$ cat config.mk
export PLATFORM = sky130hd
export DESIGN_NAME = async_tgt_sender
export DESIGN_NICKNAME = d
export VERILOG_FILES = /design/src/rtl/sab_pkg.sv /design/src/rtl/sab_ack_sync.sv /design/src/rtl/sab_lane_encoder.sv /design/src/rtl/sab_tally.sv /design/src/rtl/async_tgt_sender.sv
export SDC_FILE = /design/constraint.sdc
export NUM_CORES = 1
export LEC_CHECK = 0
export BUFFER_PORTS_ARGS = -buffer_cell sky130_fd_sc_hd__clkbuf_2
export CORE_MARGIN = 5
export CORE_UTILIZATION = 55
export DETAILED_ROUTE_END_ITERATION = 12
export PLACE_DENSITY = 0.8
export SLEW_MARGIN = 20
export SYNTH_ARGS = -nofsm -noshare
export SYNTH_HDL_FRONTEND = slang
export SYNTH_SLANG_ARGS = --single-unit
$ cat constraint.sdc
create_clock -name clk -period 3.01 [get_ports clk]
set_input_delay 0.602 -clock clk [delete_from_list [all_inputs] [get_ports clk]]
set_output_delay 0.602 -clock clk [all_outputs]
set_load 0.005 [all_outputs]
$ cat src/rtl/sab_pkg.sv
// Shared types and helpers for the asynchronous target byte sender.
// Assumes nothing beyond a synthesizable 2017 flow.
package sab_pkg;

    typedef enum logic [1:0] {
        ST_IDLE     = 2'd0,
        ST_LOAD     = 2'd1,
        ST_WAIT_ON  = 2'd2,
        ST_WAIT_OFF = 2'd3
    } sab_state_t;

endpackage

$ cat src/rtl/sab_ack_sync.sv
// Multi-flop synchroniser for the asynchronous ACK level.
// Assumes the input is a slow level (a handshake line), not a pulse.
module sab_ack_sync #(
    parameter int STAGES = 2
) (
    input  logic clk,
    input  logic rst_n,
    input  logic async_in,
    output logic sync_out
);

    logic [STAGES-1:0] chain;

    generate
        if (STAGES == 1) begin : g_single
            // Single-stage capture (only for tests with synchronous ACK)
            always_ff @(posedge clk) begin
                if (!rst_n) chain <= '0;
                else        chain <= async_in;
            end
        end else begin : g_multi
            // Shift the ACK level through the flop chain
            always_ff @(posedge clk) begin
                if (!rst_n) chain <= '0;
                else        chain <= {chain[STAGES-2:0], async_in};
            end
        end
    endgenerate

    assign sync_out = chain[STAGES-1];

endmodule

$ cat src/rtl/sab_lane_encoder.sv
// Selects one byte lane of a word and forms the active-low bus image
// (data lines plus odd parity). Purely combinational.
// Assumes lane is below LANES.
module sab_lane_encoder #(
    parameter int LANES  = 4,
    parameter int BYTE_W = 8,
    localparam int WORD_W = LANES * BYTE_W,
    localparam int LANE_W = (LANES > 1) ? $clog2(LANES) : 1
) (
    input  logic [WORD_W-1:0] word,
    input  logic [LANE_W-1:0] lane,
    output logic [BYTE_W-1:0] lines_n,
    output logic              par_n
);

    logic [BYTE_W-1:0] lane_bytes [LANES];
    logic [BYTE_W-1:0] picked;

    generate
        for (genvar g = 0; g < LANES; g++) begin : g_lane
            assign lane_bytes[g] = word[g*BYTE_W +: BYTE_W];
        end
    endgenerate

    // Pick the requested lane, odd parity, invert for the bus
    always_comb begin
        picked  = lane_bytes[lane];
        lines_n = ~picked;
        par_n   = ~(1'b1 ^ (^picked));
    end

endmodule

$ cat src/rtl/sab_tally.sv
// Remaining-word and completed-byte bookkeeping for one transfer.
// Assumes load is only raised with a non-zero count while idle.
module sab_tally #(
    parameter int CNT_W   = 16,
    parameter int BYTES_W = 18
) (
    input  logic               clk,
    input  logic               rst_n,
    input  logic               load,
    input  logic [CNT_W-1:0]   load_count,
    input  logic               byte_done,
    input  logic               word_done,
    output logic               last_word,
    output logic [BYTES_W-1:0] byte_count
);

    logic [CNT_W-1:0] remaining;

    // Words still owed in this transfer
    always_ff @(posedge clk) begin
        if (!rst_n)         remaining <= '0;
        else if (load)      remaining <= load_count;
        else if (word_done) remaining <= remaining - 1'b1;
    end

    // Bytes whose handshake has completed
    always_ff @(posedge clk) begin
        if (!rst_n)         byte_count <= '0;
        else if (load)      byte_count <= '0;
        else if (byte_done) byte_count <= byte_count + 1'b1;
    end

    assign last_word = (remaining == CNT_W'(1));

endmodule

$ cat src/rtl/async_tgt_sender.sv
// Target-side byte sender for an asynchronous REQ/ACK data phase.
// Takes words over valid/ready, sends them low byte first with odd
// parity on active-low lines, one full handshake per byte.
// Assumes bus_rst is already synchronous to clk; ack_n may be async.
module async_tgt_sender
    import sab_pkg::*;
#(
    parameter int LANES       = 4,
    parameter int BYTE_W      = 8,
    parameter int CNT_W       = 16,
    parameter int SYNC_STAGES = 2,
    localparam int WORD_W  = LANES * BYTE_W,
    localparam int LANE_W  = (LANES > 1) ? $clog2(LANES) : 1,
    localparam int BYTES_W = CNT_W + LANE_W
) (
    input  logic               clk,
    input  logic               rst_n,
    input  logic               start,
    input  logic [CNT_W-1:0]   word_count,
    input  logic [WORD_W-1:0]  in_data,
    input  logic               in_valid,
    output logic               in_ready,
    input  logic               ack_n,
    input  logic               bus_rst,
    output logic [BYTE_W-1:0]  db_n,
    output logic               dbp_n,
    output logic               req_n,
    output logic               busy,
    output logic               done,
    output logic [BYTES_W-1:0] byte_count
);

    sab_state_t        state;
    logic [WORD_W-1:0] word_q;
    logic [LANE_W-1:0] lane_q;
    logic              ack_s;
    logic              last_word;
    logic              tally_load;
    logic              byte_done;
    logic              word_done;
    logic [WORD_W-1:0] enc_word;
    logic [LANE_W-1:0] enc_lane;
    logic [BYTE_W-1:0] enc_lines_n;
    logic              enc_par_n;
    logic              last_lane;

    sab_ack_sync #(.STAGES(SYNC_STAGES)) u_sync (
        .clk      (clk),
        .rst_n    (rst_n),
        .async_in (~ack_n),
        .sync_out (ack_s)
    );

    sab_lane_encoder #(.LANES(LANES), .BYTE_W(BYTE_W)) u_enc (
        .word    (enc_word),
        .lane    (enc_lane),
        .lines_n (enc_lines_n),
        .par_n   (enc_par_n)
    );

    sab_tally #(.CNT_W(CNT_W), .BYTES_W(BYTES_W)) u_tally (
        .clk        (clk),
        .rst_n      (rst_n),
        .load       (tally_load),
        .load_count (word_count),
        .byte_done  (byte_done),
        .word_done  (word_done),
        .last_word  (last_word),
        .byte_count (byte_count)
    );

    // Choose what the encoder looks at: fresh word or next lane of held word
    always_comb begin
        last_lane = (lane_q == LANE_W'(LANES - 1));
        if (state == ST_LOAD) begin
            enc_word = in_data;
            enc_lane = '0;
        end else begin
            enc_word = word_q;
            enc_lane = LANE_W'(lane_q + 1'b1);
        end
    end

    // Control strobes for the tally
    always_comb begin
        tally_load = (state == ST_IDLE) && start && !bus_rst && (word_count != '0);
        byte_done  = (state == ST_WAIT_OFF) && !ack_s && !bus_rst;
        word_done  = byte_done && last_lane;
    end

    assign in_ready = (state == ST_LOAD);
    assign busy     = (state != ST_IDLE);

    // Handshake sequencer and registered bus image
    always_ff @(posedge clk) begin
        if (!rst_n) begin
            state  <= ST_IDLE;
            word_q <= '0;
            lane_q <= '0;
            db_n   <= '1;
            dbp_n  <= 1'b1;
            req_n  <= 1'b1;
            done   <= 1'b0;
        end else begin
            done <= 1'b0;
            if (state != ST_IDLE && bus_rst) begin
                state <= ST_IDLE;
                db_n  <= '1;
                dbp_n <= 1'b1;
                req_n <= 1'b1;
            end else begin
                case (state)
                    ST_IDLE: begin
                        if (start && !bus_rst) begin
                            if (word_count == '0) done  <= 1'b1;
                            else                  state <= ST_LOAD;
                        end
                    end
                    ST_LOAD: begin
                        if (in_valid) begin
                            word_q <= in_data;
                            lane_q <= '0;
                            db_n   <= enc_lines_n;
                            dbp_n  <= enc_par_n;
                            req_n  <= 1'b0;
                            state  <= ST_WAIT_ON;
                        end
                    end
                    ST_WAIT_ON: begin
                        if (ack_s) begin
                            req_n <= 1'b1;
                            state <= ST_WAIT_OFF;
                        end
                    end
                    ST_WAIT_OFF: begin
                        if (!ack_s) begin
                            if (!last_lane) begin
                                lane_q <= LANE_W'(lane_q + 1'b1);
                                db_n   <= enc_lines_n;
                                dbp_n  <= enc_par_n;
                                req_n  <= 1'b0;
                                state  <= ST_WAIT_ON;
                            end else if (last_word) begin
                                db_n  <= '1;
                                dbp_n <= 1'b1;
                                done  <= 1'b1;
                                state <= ST_IDLE;
                            end else begin
                                state <= ST_LOAD;
                            end
                        end
                    end
                    default: state <= ST_IDLE;
                endcase
            end
        end
    end

    AST_PARITY_ODD: assert property (@(posedge clk) disable iff (!rst_n)
        !req_n |-> (^{~db_n, ~dbp_n}) == 1'b1);

    AST_DATA_HELD: assert property (@(posedge clk) disable iff (!rst_n)
        (!req_n && !$past(req_n)) |-> ($stable(db_n) && $stable(dbp_n)));

    AST_REQ_RISE_ON_ACK: assert property (@(posedge clk) disable iff (!rst_n)
        ($rose(req_n) && !$past(bus_rst)) |-> $past(ack_s));

    AST_ABORT_RELEASE: assert property (@(posedge clk) disable iff (!rst_n)
        $past(bus_rst) |-> (req_n && (&db_n) && dbp_n && !busy && !done));

    AST_READY_REQ_OFF: assert property (@(posedge clk) disable iff (!rst_n)
        in_ready |-> req_n);

    AST_DONE_RELEASED: assert property (@(posedge clk) disable iff (!rst_n)
        done |-> (req_n && (&db_n) && dbp_n && !busy));

endmodule

== Yosys cells after proc, flatten, opt, wreduce, memory -nomap -nowiden ==
Index checks and enable logic that the tools add are counted.
Operators by class
  mux-type cells: 40
  $add $sub $neg: 3
  bitwise operators: 5
  equal/unequal tests: 12
  reductions and logical operators: 25
  magnitude comparators: 1
Operator list (count)
  $mux 8: 6
  $mux 16: 2
  $mux 32: 1
  $mux 2: 10
  $add 18x1->18 const B: 1
  $bmux 8 s2: 1
  $eq 16x1->1 const B: 1
  $logic_not 16->1: 1
  $pmux 8 s2: 1
  $reduce_bool 16->1: 1
  $sub 16x1->16 const B: 1
  $reduce_and 5->1: 3
  $mux 1: 14
  $logic_and 1x1->1: 8
  $ne 2x2->1 const B: 4
  $not 8->8: 1
  $pmux 2 s4: 1
  $reduce_xor 8->1: 1
  $eq 2x2->1 const B: 3
  $reduce_bool 2->1: 3
  $ne 2x1->1 const B: 2
  $pmux 1 s2: 2
  $pmux 2 s2: 1
  $reduce_and 4->1: 1
  12 further kinds: 16
Word-level totals
  word-level logic and storage cells: 96
  register bits: 83
  output and inout bits: 31

== Depth between registers and ports, before layout ==
Gate-level depths: netlist (run 1).
  depth in word-level cells: 10
  mapped depth: 9
  depth with buffers taken out: 8

== Modules after synthesis ==
From an unflattened synthesis (run 1), not the netlist that was laid out.
Unflattened totals
  cell total of the unflattened synthesis: 508
  area total of the unflattened synthesis: 4496.8 sq um
By module, submodules not included
  async_tgt_sender: cells an instance 285, area each 2481.1 sq um, times used 1
  sab_tally: cells an instance 194, area each 1660.3 sq um, times used 1
  sab_lane_encoder: cells an instance 25, area each 302.8 sq um, times used 1
  sab_ack_sync: cells an instance 4, area each 52.6 sq um, times used 1

== Worst setup path before layout (run 1) ==
No wires, ideal clock.
  path type: register to register
  start: register lane_q[0]
  end: register dbp_n
  path buffers: 1
  period minus slack after synthesis: 2.330 ns
  path slack: 0.680 ns
  arrival: 2.213 ns
  stages on the path, launching flop included: 9
  path through: dfxtp_1 > ha_1 > buf_2 > mux4_2 > mux2i_1 > xor2_1 > xnor2_1 > xnor3_1 > o22a_1
Between the ends
  longest elaborated chain between the ends: 10
  elaborated cells between the ends (all ways): 14
Ends and longest elaborated chain
  start: declaration: RTL line async_tgt_sender.sv:35  | logic [LANE_W-1:0] lane_q;
  start signal: assignment: RTL line async_tgt_sender.sv:138  | lane_q <= LANE_W'(lane_q + 1'b1);
  $add 2x1->2: RTL line async_tgt_sender.sv:80  | enc_lane = LANE_W'(lane_q + 1'b1);
  $mux 2: RTL line async_tgt_sender.sv:75  | if (state == ST_LOAD) begin
  $not 2->3 (not written as such): RTL line sab_lane_encoder.sv:27  | picked = lane_bytes[lane];
  $bmux 8 s2: RTL line sab_lane_encoder.sv:27
  $mux 8 (not written as such) (2 in a row): RTL line sab_lane_encoder.sv:27
  $reduce_xor 8->1: RTL line sab_lane_encoder.sv:29  | par_n = ~(1'b1 ^ (^picked));
  $mux 1: RTL line async_tgt_sender.sv:137  | if (!last_lane) begin
  $mux 1: RTL line async_tgt_sender.sv:136  | if (!ack_s) begin
  $pmux 1 s2: RTL line async_tgt_sender.sv:112  | case (state)
  end signal: assignment: RTL line async_tgt_sender.sv:124  | dbp_n <= enc_par_n;
  end signal: assignment: RTL line async_tgt_sender.sv:140  | dbp_n <= enc_par_n;
  end: declaration: RTL line async_tgt_sender.sv:26  | output logic dbp_n,
Several ways; a longest one is shown, not always the timed one. The select of a mux whose other input is x is not followed.
A chain may end at the register's enable or synchronous reset.

== Final worst setup path (run 1) ==
  start: register state[1]
  end: register dbp_n
Between the ends
  longest elaborated chain between the ends: 10
  elaborated cells between the ends (all ways): 21
Ends and longest elaborated chain
  start: declaration: RTL line async_tgt_sender.sv:33  | sab_state_t state;
  start signal: assignment: RTL line async_tgt_sender.sv:97  | state <= ST_IDLE;
  start signal: assignment: RTL line async_tgt_sender.sv:107  | state <= ST_IDLE;
  start signal: assignment: RTL line async_tgt_sender.sv:116  | else state <= ST_LOAD;
  $eq 2x1->1: RTL line async_tgt_sender.sv:75, async_tgt_sender.sv:112
  $mux 2: RTL line async_tgt_sender.sv:75
  $not 2->3 (not written as such): RTL line sab_lane_encoder.sv:27
  $bmux 8 s2: RTL line sab_lane_encoder.sv:27
  $mux 8 (not written as such) (2 in a row): RTL line sab_lane_encoder.sv:27
  $reduce_xor 8->1: RTL line sab_lane_encoder.sv:29
  $mux 1: RTL line async_tgt_sender.sv:137
  $mux 1: RTL line async_tgt_sender.sv:136
  $pmux 1 s2: RTL line async_tgt_sender.sv:112
Several ways; a longest one is shown, not always the timed one. The select of a mux whose other input is x is not followed.

==> results_dict.tcl, run 1 <==
set metrics [dict create \
    status "complete, no violations" \
    cts_buffers 9 \
    hold_violations 0 \
    num_rows 31 \
    arrival_ps 2950 \
    track_usage_pct 21.1 \
    drc 0 \
    place.gp.congestion 0.934 \
    max_slew.worst_pin.slew_ps 652 \
    cts_htree_levels 3 \
    drive_above_1_share_pct 23.0 \
    dp_hpwl_mm 7.04 \
    netlist_instances 463 \
    max_clock_freq_mhz 370 \
    io_pins 85 \
    start_kind "flop" \
    cts_num_sinks 83 \
    synthTopCellsByCount "nand2_1, dfxtp_1, a21boi_0" \
    n_fill_cell 618 \
    synth_ff_type "dfxtp_1" \
    grt_max_degree 43 \
    cpMaxStageDelayCell "ha_1" \
    clock_tree.root_cell "clkbuf_8" \
    rsz0062_at_grt "false" \
    cp-end-kind "flop" \
    hold_path_class "in2reg" \
    clock_latency_ps 350 \
    async_flop_share_pct 0 \
    vias 3546 \
    slew_viol_final 0 \
    maxCapViolCount 0 \
    diodes 0 \
    crit_path_max_incr_delay_ps 600 \
    path_delay_family "compound AO/OA/AOI/OAI gates" \
    path_max_fanout 16 \
    viasPerCell 5.51 \
    grt_pass1_vias 3298 \
    fin_crit_ps 2710 \
    synth_fp_nets 526 \
    synth_top_area_share_pct 40.9 \
    die-area_mm2 0.00921 \
    period_share_pct 89.9 \
    slew_headroom_pct 56.5 \
    first_pass_iters 4 \
    cts_tree "built" \
    post_cts_buffers 0 \
    yosys_warnings 0 \
    synth_top_area_cell "dfxtp_1" \
    crit_buf_inv 1 \
    critPathKind "reg2reg" \
    drt_wl_total_mm 9.33 \
    vdd_ir_drop_max_uv 373 \
    synthesis.area_mm2 0.00407 \
    antenna_found_initial 0 \
    die_height_um 96.0 \
    die_w_um 96.0 \
    drt_iter0_markers 87 \
    cts.repair.resized 0 \
    syn_area_per_cell_um2 8.78 \
    start_util_pct 56.4 \
    dp_cells 627 \
    overflow 0 \
    powerDensity_mw_per_mm2 663 \
    finClkSkew_ps 6.01 \
    clockBufferDepth 2 \
    finalSetupViolCount 0 \
    wl_per_cell_um 14.5 \
    synth_cell_type_count 53 \
    required_ps 3250 \
    crit_chain "inv_1 -> ha_1 -> nor2_1 -> a22o_1 -> a221oi_1 -> xnor3_1 -> o22a_1" \
    fin_setup_tns_ps 0 \
    ys_seq_area_share_pct 40.9 \
    port_buffers 84 \
    clk_pin_slew_worst_paths_ps 80 \
    synthToLayoutAreaGrowth_pct 17.5 \
    finalPower_uw 3170 \
    final_nets 602 \
    grt_pass1_wl_mm 15.1 \
    antenna_left 0 \
    hold_buffers 0 \
    synth_most_common_cell "nand2_1" \
    core_area_mm2 0.00721 \
    stdcell_count 643 \
    yosys-top-cells-area "dfxtp_1, nand2_1, a21boi_0, o211a_1, xor2_1" \
    p_leak_uw 0.00197 \
    synth-seq-cells 83 \
    synth_edf_count 0 \
]
-- kinds of logic (layout without fill, tap and decap cells) --
family	after synthesis	count (layout)	synth area share, %
compound gates	97	97	17.1
xor+xnor	27	27	6.15
fa+ha+maj	9	9	2.77
buf+inv	32	113	3.29
flops	83	83	40.9
mux	18	18	5.82
simple gates	197	197	24.0
-- placed cells by master, fill, tap and decap left out, drive strengths merged, types with 6 or more instances in the layout --
master,n
xnor2,10
mux2i,9
nor2,26
nand3,15
inv,9
a21boi,32
nand4,6
ha,9
dfxtp,83
or3,14
nor2b,11
o22a,6
clkbuf,95
o211a,14
o21ai,18
nor4,8
xor2,16
a21oi,16
nand2,93
-- worst paths after layout --
check | start | endpoint | slack (ps) | cells past startpoint
max | state[1] | dbp_n | 300 | 7
min | ack_n | u_sync.chain[0] | 400 | 2
max reg2reg | state[1] | dbp_n | 300 | 7
min reg2reg | u_sync.chain[0] | u_sync.chain[1] | 460 | 1
-- metal layers --
layer | global-route usage (%) | wire length (µm)
met5 | 0 | 0
met4 | 5.81 | 104
met3 | 5.55 | 448
met2 | 37.7 | 4810
met1 | 24.6 | 3970
-- through the flow --
| stage | utilization (%) | hold WS [ps] | area (µm²) | setup WS [ps] |
|---|---|---|---|---|
| 2_1_floorplan | - | 412 | 4070 | 680 |
| 3_3_place_gp | 63.0 | 442 | 4540 | 453 |
| 3_5_place_dp | 63.0 | 417 | 4540 | 338 |
| 4_1_cts | 66.3 | 394 | 4780 | 322 |
| 5_1_grt | 66.3 | 381 | 4780 | 175 |
| 6_report | 66.3 | 402 | 4780 | 305 |
-- registers in the layout, summed over array words and instances, names as in the netlist --
register / flops
db_n: 8
dbp_n: 1
done: 1
lane_q: 2
req_n: 1
state: 2
u_sync.chain: 2
u_tally.byte_count: 18
u_tally.remaining: 16
word_q: 32
-- worst reg2reg max path: cells and delay by family, from the launching register on --
kind                       cells  cell delay (ps)
DFF                            1              350
adders and majority gates      1              600
and+or+nand+nor                1              200
xor gates and xnor gates       1              390
AOI/OAI and AO/OA              3              930
buffers and inverters          1              130
-- report_power, final --
part | total (µW) | switching (µW) | internal [µW]
Sequential | 1320 | 95.1 | 1220
Combinational | 931 | 522 | 409
Clock | 920 | 405 | 515
Total | 3170 | 1020 | 2150
-- cell type report --
type                            count  area (µm²)  share of cell area (%)
Tap cell                           99         124                    2.59
Timing Repair Buffer               89         458                    9.58
Inverter                            8        30.0                   0.628
Multi-Input combinational cell    348        2270                    47.5
Sequential cell                    83        1660                    34.8
Clock buffer                       11         151                    3.17
Clock inverter                      5        83.8                    1.75
Power figures use the tool's default switching activity.
==> run 2, diff against run 1 <==
--- a/config.mk
+++ b/config.mk
@@ -9,7 +9,7 @@
 export CORE_MARGIN = 5
 export CORE_UTILIZATION = 55
 export DETAILED_ROUTE_END_ITERATION = 12
-export PLACE_DENSITY = 0.8
+export PLACE_DENSITY = 0.79
 export SLEW_MARGIN = 20
 export SYNTH_ARGS = -nofsm -noshare
 export SYNTH_HDL_FRONTEND = slang
==> results_dict.tcl, run 2 (same netlist as run 1, synthesis figures left out) <==
set metrics [dict create \
    status "complete, no violations" \
    slew_viol_final 0 \
    cpMaxStageDelayCell "ha_1" \
    drc 0 \
    antenna_found_initial 0 \
    rr_worst_depth 8 \
    diodes 0 \
    clockBufferDepth 2 \
    drive_above_1_share_pct 22.6 \
    use_met3_pct 6.02 \
    crit_path_max_incr_delay_ps 570 \
    required_ps 3260 \
    cts_buffers 9 \
    wl_per_cell_um 14.6 \
    start_kind "flop" \
    busiest_layer "met2" \
    path_max_fanout 16 \
    cts_tree "built" \
    antenna_left 0 \
    cts.repair.resized 0 \
    crit_buf_inv 1 \
    synthToLayoutAreaGrowth_pct 17.4 \
    holdPathStages 2 \
    hold_violations 0 \
    viasPerCell 5.50 \
    rsz0062_at_grt "false" \
    drt_iter0_markers 73 \
    cp.depth 8 \
    place.gp.congestion 0.929 \
    die_height_um 96.0 \
    core_area_mm2 0.00721 \
    arrival_ps 2870 \
    post_cts_buffers 0 \
    fin_setup_tns_ps 0 \
    first_pass_iters 4 \
    fin_crit_ps 2620 \
    hold_path_class "in2reg" \
    period_share_pct 87.0 \
    final_common_cell "nand2_1" \
    io_pins 85 \
    place_ws_ps 404 \
    largest_register_ffs 32 \
    mostFrequentLayoutCells "nand2_1, clkbuf_2, dfxtp_1, a21boi_0, nor2_1" \
    grt_max_degree 54 \
    finalSetupViolCount 0 \
    p_leak_uw 0.00197 \
    path_delay_family "compound AO/OA/AOI/OAI gates" \
    crit_chain "inv_1 -> ha_1 -> nor2_1 -> a21oi_1 -> o21ai_0 -> a31oi_1 -> xnor3_1 -> o22a_1" \
    regMostFlops "word_q" \
    grt_pass1_wl_mm 15.7 \
    start_util_pct 56.4 \
    worst_slack_ps 392 \
    clk_pin_slew_worst_paths_ps 80 \
    port_buffers 84 \
    largestRegisters "word_q x32, u_tally.byte_count x18, u_tally.remaining x16" \
    vdd_ir_drop_max_uv 354 \
    grt_pass1_vias 3499 \
    final_nets 602 \
    cts_htree_levels 3 \
    overflow 0 \
    finClkSkew_ps 6.55 \
    maxCapViolCount 0 \
    slew_headroom_pct 58.8 \
    cts_num_sinks 83 \
    final_util_pct 66.1 \
    die_w_um 96.0 \
    critPathKind "reg2reg" \
    die-area_mm2 0.00921 \
    hold_buffers 0 \
    use_met1_pct 25.2 \
    dp_hpwl_mm 6.87 \
    max_slew.worst_pin.slew_ps 618 \
    clock_tree.root_cell "clkbuf_8" \
    drt_wl_total_mm 9.37 \
    cp-end-kind "flop" \
    track_usage_pct 21.6 \
    clock_latency_ps 350 \
    powerDensity_mw_per_mm2 661 \
    vias 3537 \
    met2_usage_pct 38.2 \
    num_rows 31 \
    max_clock_freq_mhz 382 \
]
## run 2: changes by cell type in the layout (fill, tap and decap cells not counted)
cell / previous run / this run
clkinvlp_4: 2 / 0
clkbuf_1: 0 / 2
## run 2: final timing paths
path	start	endpoint	slack, ps
worst max-delay path	state[1]	dbp_n	390
worst max register to register	state[1]	dbp_n	390
worst min register to register	u_sync.chain[0]	u_sync.chain[1]	460
worst min-delay path	ack_n	u_sync.chain[0]	410
## run 2: per-stage QoR
stage / total power (µW) / hold WS, ps / cells / cell area, µm²
floorplan: 2010 / 412 / 463 / 4070
global placement: 2240 / 441 / 627 / 4540
detailed placement: 2270 / 426 / 627 / 4540
CTS: 3180 / 393 / 643 / 4770
global route: 3340 / 400 / 643 / 4770
finish: 3150 / 407 / 643 / 4770
## run 2: power by group
group / total (µW) / internal, µW / switching (µW)
combinational: 929 / 409 / 520
sequential: 1320 / 1220 / 94.5
clock: 906 / 517 / 389
## run 2: area by class of cell
type | count | area [µm²]
Fill cell | 627 | 2440
Tap cell | 99 | 124
Clock buffer | 13 | 159
Multi-Input combinational cell | 348 | 2270
Timing Repair Buffer | 89 | 458
Sequential cell | 83 | 1660
Clock inverter | 3 | 68.8
Inverter | 8 | 30.0
## run 2: per-layer routing
layer	vias to the layer above	wire length, µm
li1	1770	-
met1	1677	4050
met2	76	4720
met3	14	477
met4	0	125
met5	-	0
==> run 3, diff against run 2 <==
--- a/config.mk
+++ b/config.mk
@@ -7,10 +7,11 @@
 export LEC_CHECK = 0
 export BUFFER_PORTS_ARGS = -buffer_cell sky130_fd_sc_hd__clkbuf_2
 export CORE_MARGIN = 5
-export CORE_UTILIZATION = 55
+export CORE_UTILIZATION = 56
 export DETAILED_ROUTE_END_ITERATION = 12
 export PLACE_DENSITY = 0.79
 export SLEW_MARGIN = 20
 export SYNTH_ARGS = -nofsm -noshare
 export SYNTH_HDL_FRONTEND = slang
+export SYNTH_HIERARCHICAL = 1
 export SYNTH_SLANG_ARGS = --single-unit
==> constraint.sdc (replaced) <==
create_clock -name clk -period 3.01 [get_ports clk]
set_input_delay 0.602 -clock clk [delete_from_list [all_inputs] [get_ports clk]]
set_output_delay 0.602 -clock clk [all_outputs]
set_load 0.1 [all_outputs]
==> results_dict.tcl, run 3 <==
set metrics [dict create \
    antenna_left 0 \
    num_rows 32 \
    largest_register_ffs 32 \
    synthToLayoutAreaGrowth_pct 15.7 \
    max_slew.worst_pin.slew_ps 637 \
    antenna_found_initial 0 \
    worstReg2RegEnd "dbp_n" \
    synth_edf_count 0 \
    grt_pass1_vias 3693 \
    async_flop_share_pct 0 \
    die-area_mm2 0.00992 \
    required_ps 3230 \
    final_area_mm2 0.00520 \
    cts_buffers 9 \
    drc 0 \
    overflow 0 \
    place.gp.congestion 0.891 \
    final_nets 649 \
    netSwitchingFraction_pct 37.6 \
    cp.depth 10 \
    vdd_ir_drop_max_uv 290 \
    stdcell_count 692 \
    core_area_mm2 0.00777 \
    fin_setup_tns_ps 0 \
    r2r_setup_slack_ps 160 \
    synth_fp_nets 571 \
    cpMaxStageDelayCell "mux4_2" \
    seqPwrFrac_pct 37.6 \
    start_util_pct 57.9 \
    hold_path_class "reg2reg" \
    final_common_cell "nand2_1" \
    intPower_uw 2170 \
    vias 3917 \
    p_leak_uw 0.00201 \
    grt_max_degree 45 \
    power_switching_uw 1310 \
    ys_seq_area_share_pct 37.0 \
    synth-seq-cells 83 \
    powerDensity_mw_per_mm2 669 \
    arrival_ps 3070 \
    clock_tree.root_cell "clkbuf_8" \
    drt_wl_total_mm 10.9 \
    yosys-top-cells-area "dfxtp_1, mux2_2, nand2_1, mux4_2, a21boi_0" \
    synth_top_area_share_pct 37.0 \
    crit_path_max_incr_delay_ps 520 \
    clock_latency_ps 350 \
    die_w_um 99.6 \
    period_share_pct 94.7 \
    rr_worst_depth 10 \
    start_kind "flop" \
    dp_hpwl_mm 7.81 \
    path_delay_family "multiplexers" \
    rsz0062_at_grt "false" \
    clk_pin_slew_worst_paths_ps 80 \
    critPathKind "reg2reg" \
    drive_above_1_share_pct 28.1 \
    wl_per_cell_um 15.8 \
    clockBufferDepth 2 \
    io_pins 85 \
    viasPerCell 5.66 \
    synth_most_common_cell "nand2_1" \
    holdPathStages 1 \
    path_max_fanout 10 \
    cts_num_sinks 83 \
    track_usage_pct 21.4 \
    p_clk_share_pct 22.1 \
    die_height_um 99.6 \
    diodes 0 \
    dp_cells 674 \
    finalSetupViolCount 0 \
    pwr-share-comb_pct 40.2 \
    maxCapViolCount 0 \
    yosys_warnings 6 \
    crit_chain "inv_1 -> ha_4 -> buf_4 -> mux2_2 -> mux4_2 -> xnor2_2 -> xnor2_1 -> xnor2_1 -> nor4_1 -> o21ai_0" \
    first_pass_iters 5 \
    synth_cell_type_count 60 \
    syn_area_per_cell_um2 8.85 \
    largestRegisters "word_q x32, u_tally/byte_count x18, u_tally/remaining x16" \
    drt_iter0_markers 273 \
    max_clock_freq_mhz 351 \
    slew_viol_final 0 \
    synth_ff_type "dfxtp_1" \
    regMostFlops "word_q" \
    cp-end-kind "flop" \
    grt_pass1_wl_mm 17.3 \
    mostFrequentLayoutCells "nand2_1, clkbuf_2, dfxtp_1, mux2_2, o21ai_0" \
    path_common_cell "xnor2_1" \
    reg2reg_from "state[1]" \
    cts_htree_levels 3 \
    synthesis.area_mm2 0.00450 \
    min_from "u_sync/chain[0]" \
    synthTopCellsByCount "nand2_1, dfxtp_1, mux2_2" \
    finalPower_uw 3480 \
    crit_buf_inv 2 \
    slew_headroom_pct 57.0 \
    synth_top_area_cell "dfxtp_1" \
    hold_buffers 0 \
    cts_tree "built" \
    netlist_instances 508 \
    fin_crit_ps 2850 \
    finClkSkew_ps 6.27 \
    status "complete, no violations" \
    hold_violations 0 \
    worst_hold_path.endpoint "u_sync/chain[1]" \
    port_buffers 84 \
    placed_cell_area_mm2 0.00497 \
]
-- run 3: area by class of cell --
class | count | area, µm²
inverter | 20 | 75.1
timing repair buffer | 95 | 523
multi-input combinational | 377 | 2630
fill | 669 | 2570
clock buffer | 9 | 124
clock inverter | 6 | 57.6
tap | 102 | 128
sequential | 83 | 1660
-- run 3: worst max path at each step --
stage / start / end / slack (ps)
global route: state[1] / dbp_n / 10
CTS: state[1] / dbp_n / 8
detailed placement: state[1] / dbp_n / 100
global placement: state[1] / dbp_n / 200
finish: state[1] / dbp_n / 160
floorplan: state[1] / dbp_n / 9
-- run 3: metrics by stage --
step	hold slack, ps	util, %	worst slack [ps]
finish	448	67.0	160
global route	467	67.0	11.7
CTS	453	66.4	8.35
detailed placement	435	64.0	99.6
global placement	430	64.0	199
floorplan	412	-	9.09
-- run 3: what timing repair did --
action                     in CTS  in global routing
resized for setup               0                  1
setup buffers                   0                  3
setup endpoints to repair       0                  1
-- run 3: cells by family after synthesis --
logic type	synth area share, %
compound gates	15.4
fa+ha+maj	2.50
buf+inv	4.84
mux	13.7
flops	37.0
simple gates	21.0
xor+xnor	5.59
-- run 3: power groups by stage --
stage	registers [µW]	clock network, µW	logic [µW]
detailed placement	1330	0	1320
global placement	1330	0	1290
global route	1320	835	1500
CTS	1310	786	1340
floorplan	1450	0	980
finish	1310	770	1400
-- run 3: metal layers --
metal	wire [µm]	share of wire [%]	GRT usage (%)
met5	0	0	0
met4	188	1.7	8.30
met3	713	6.5	4.21
met2	5200	48	34.1
met1	4810	44	28.5
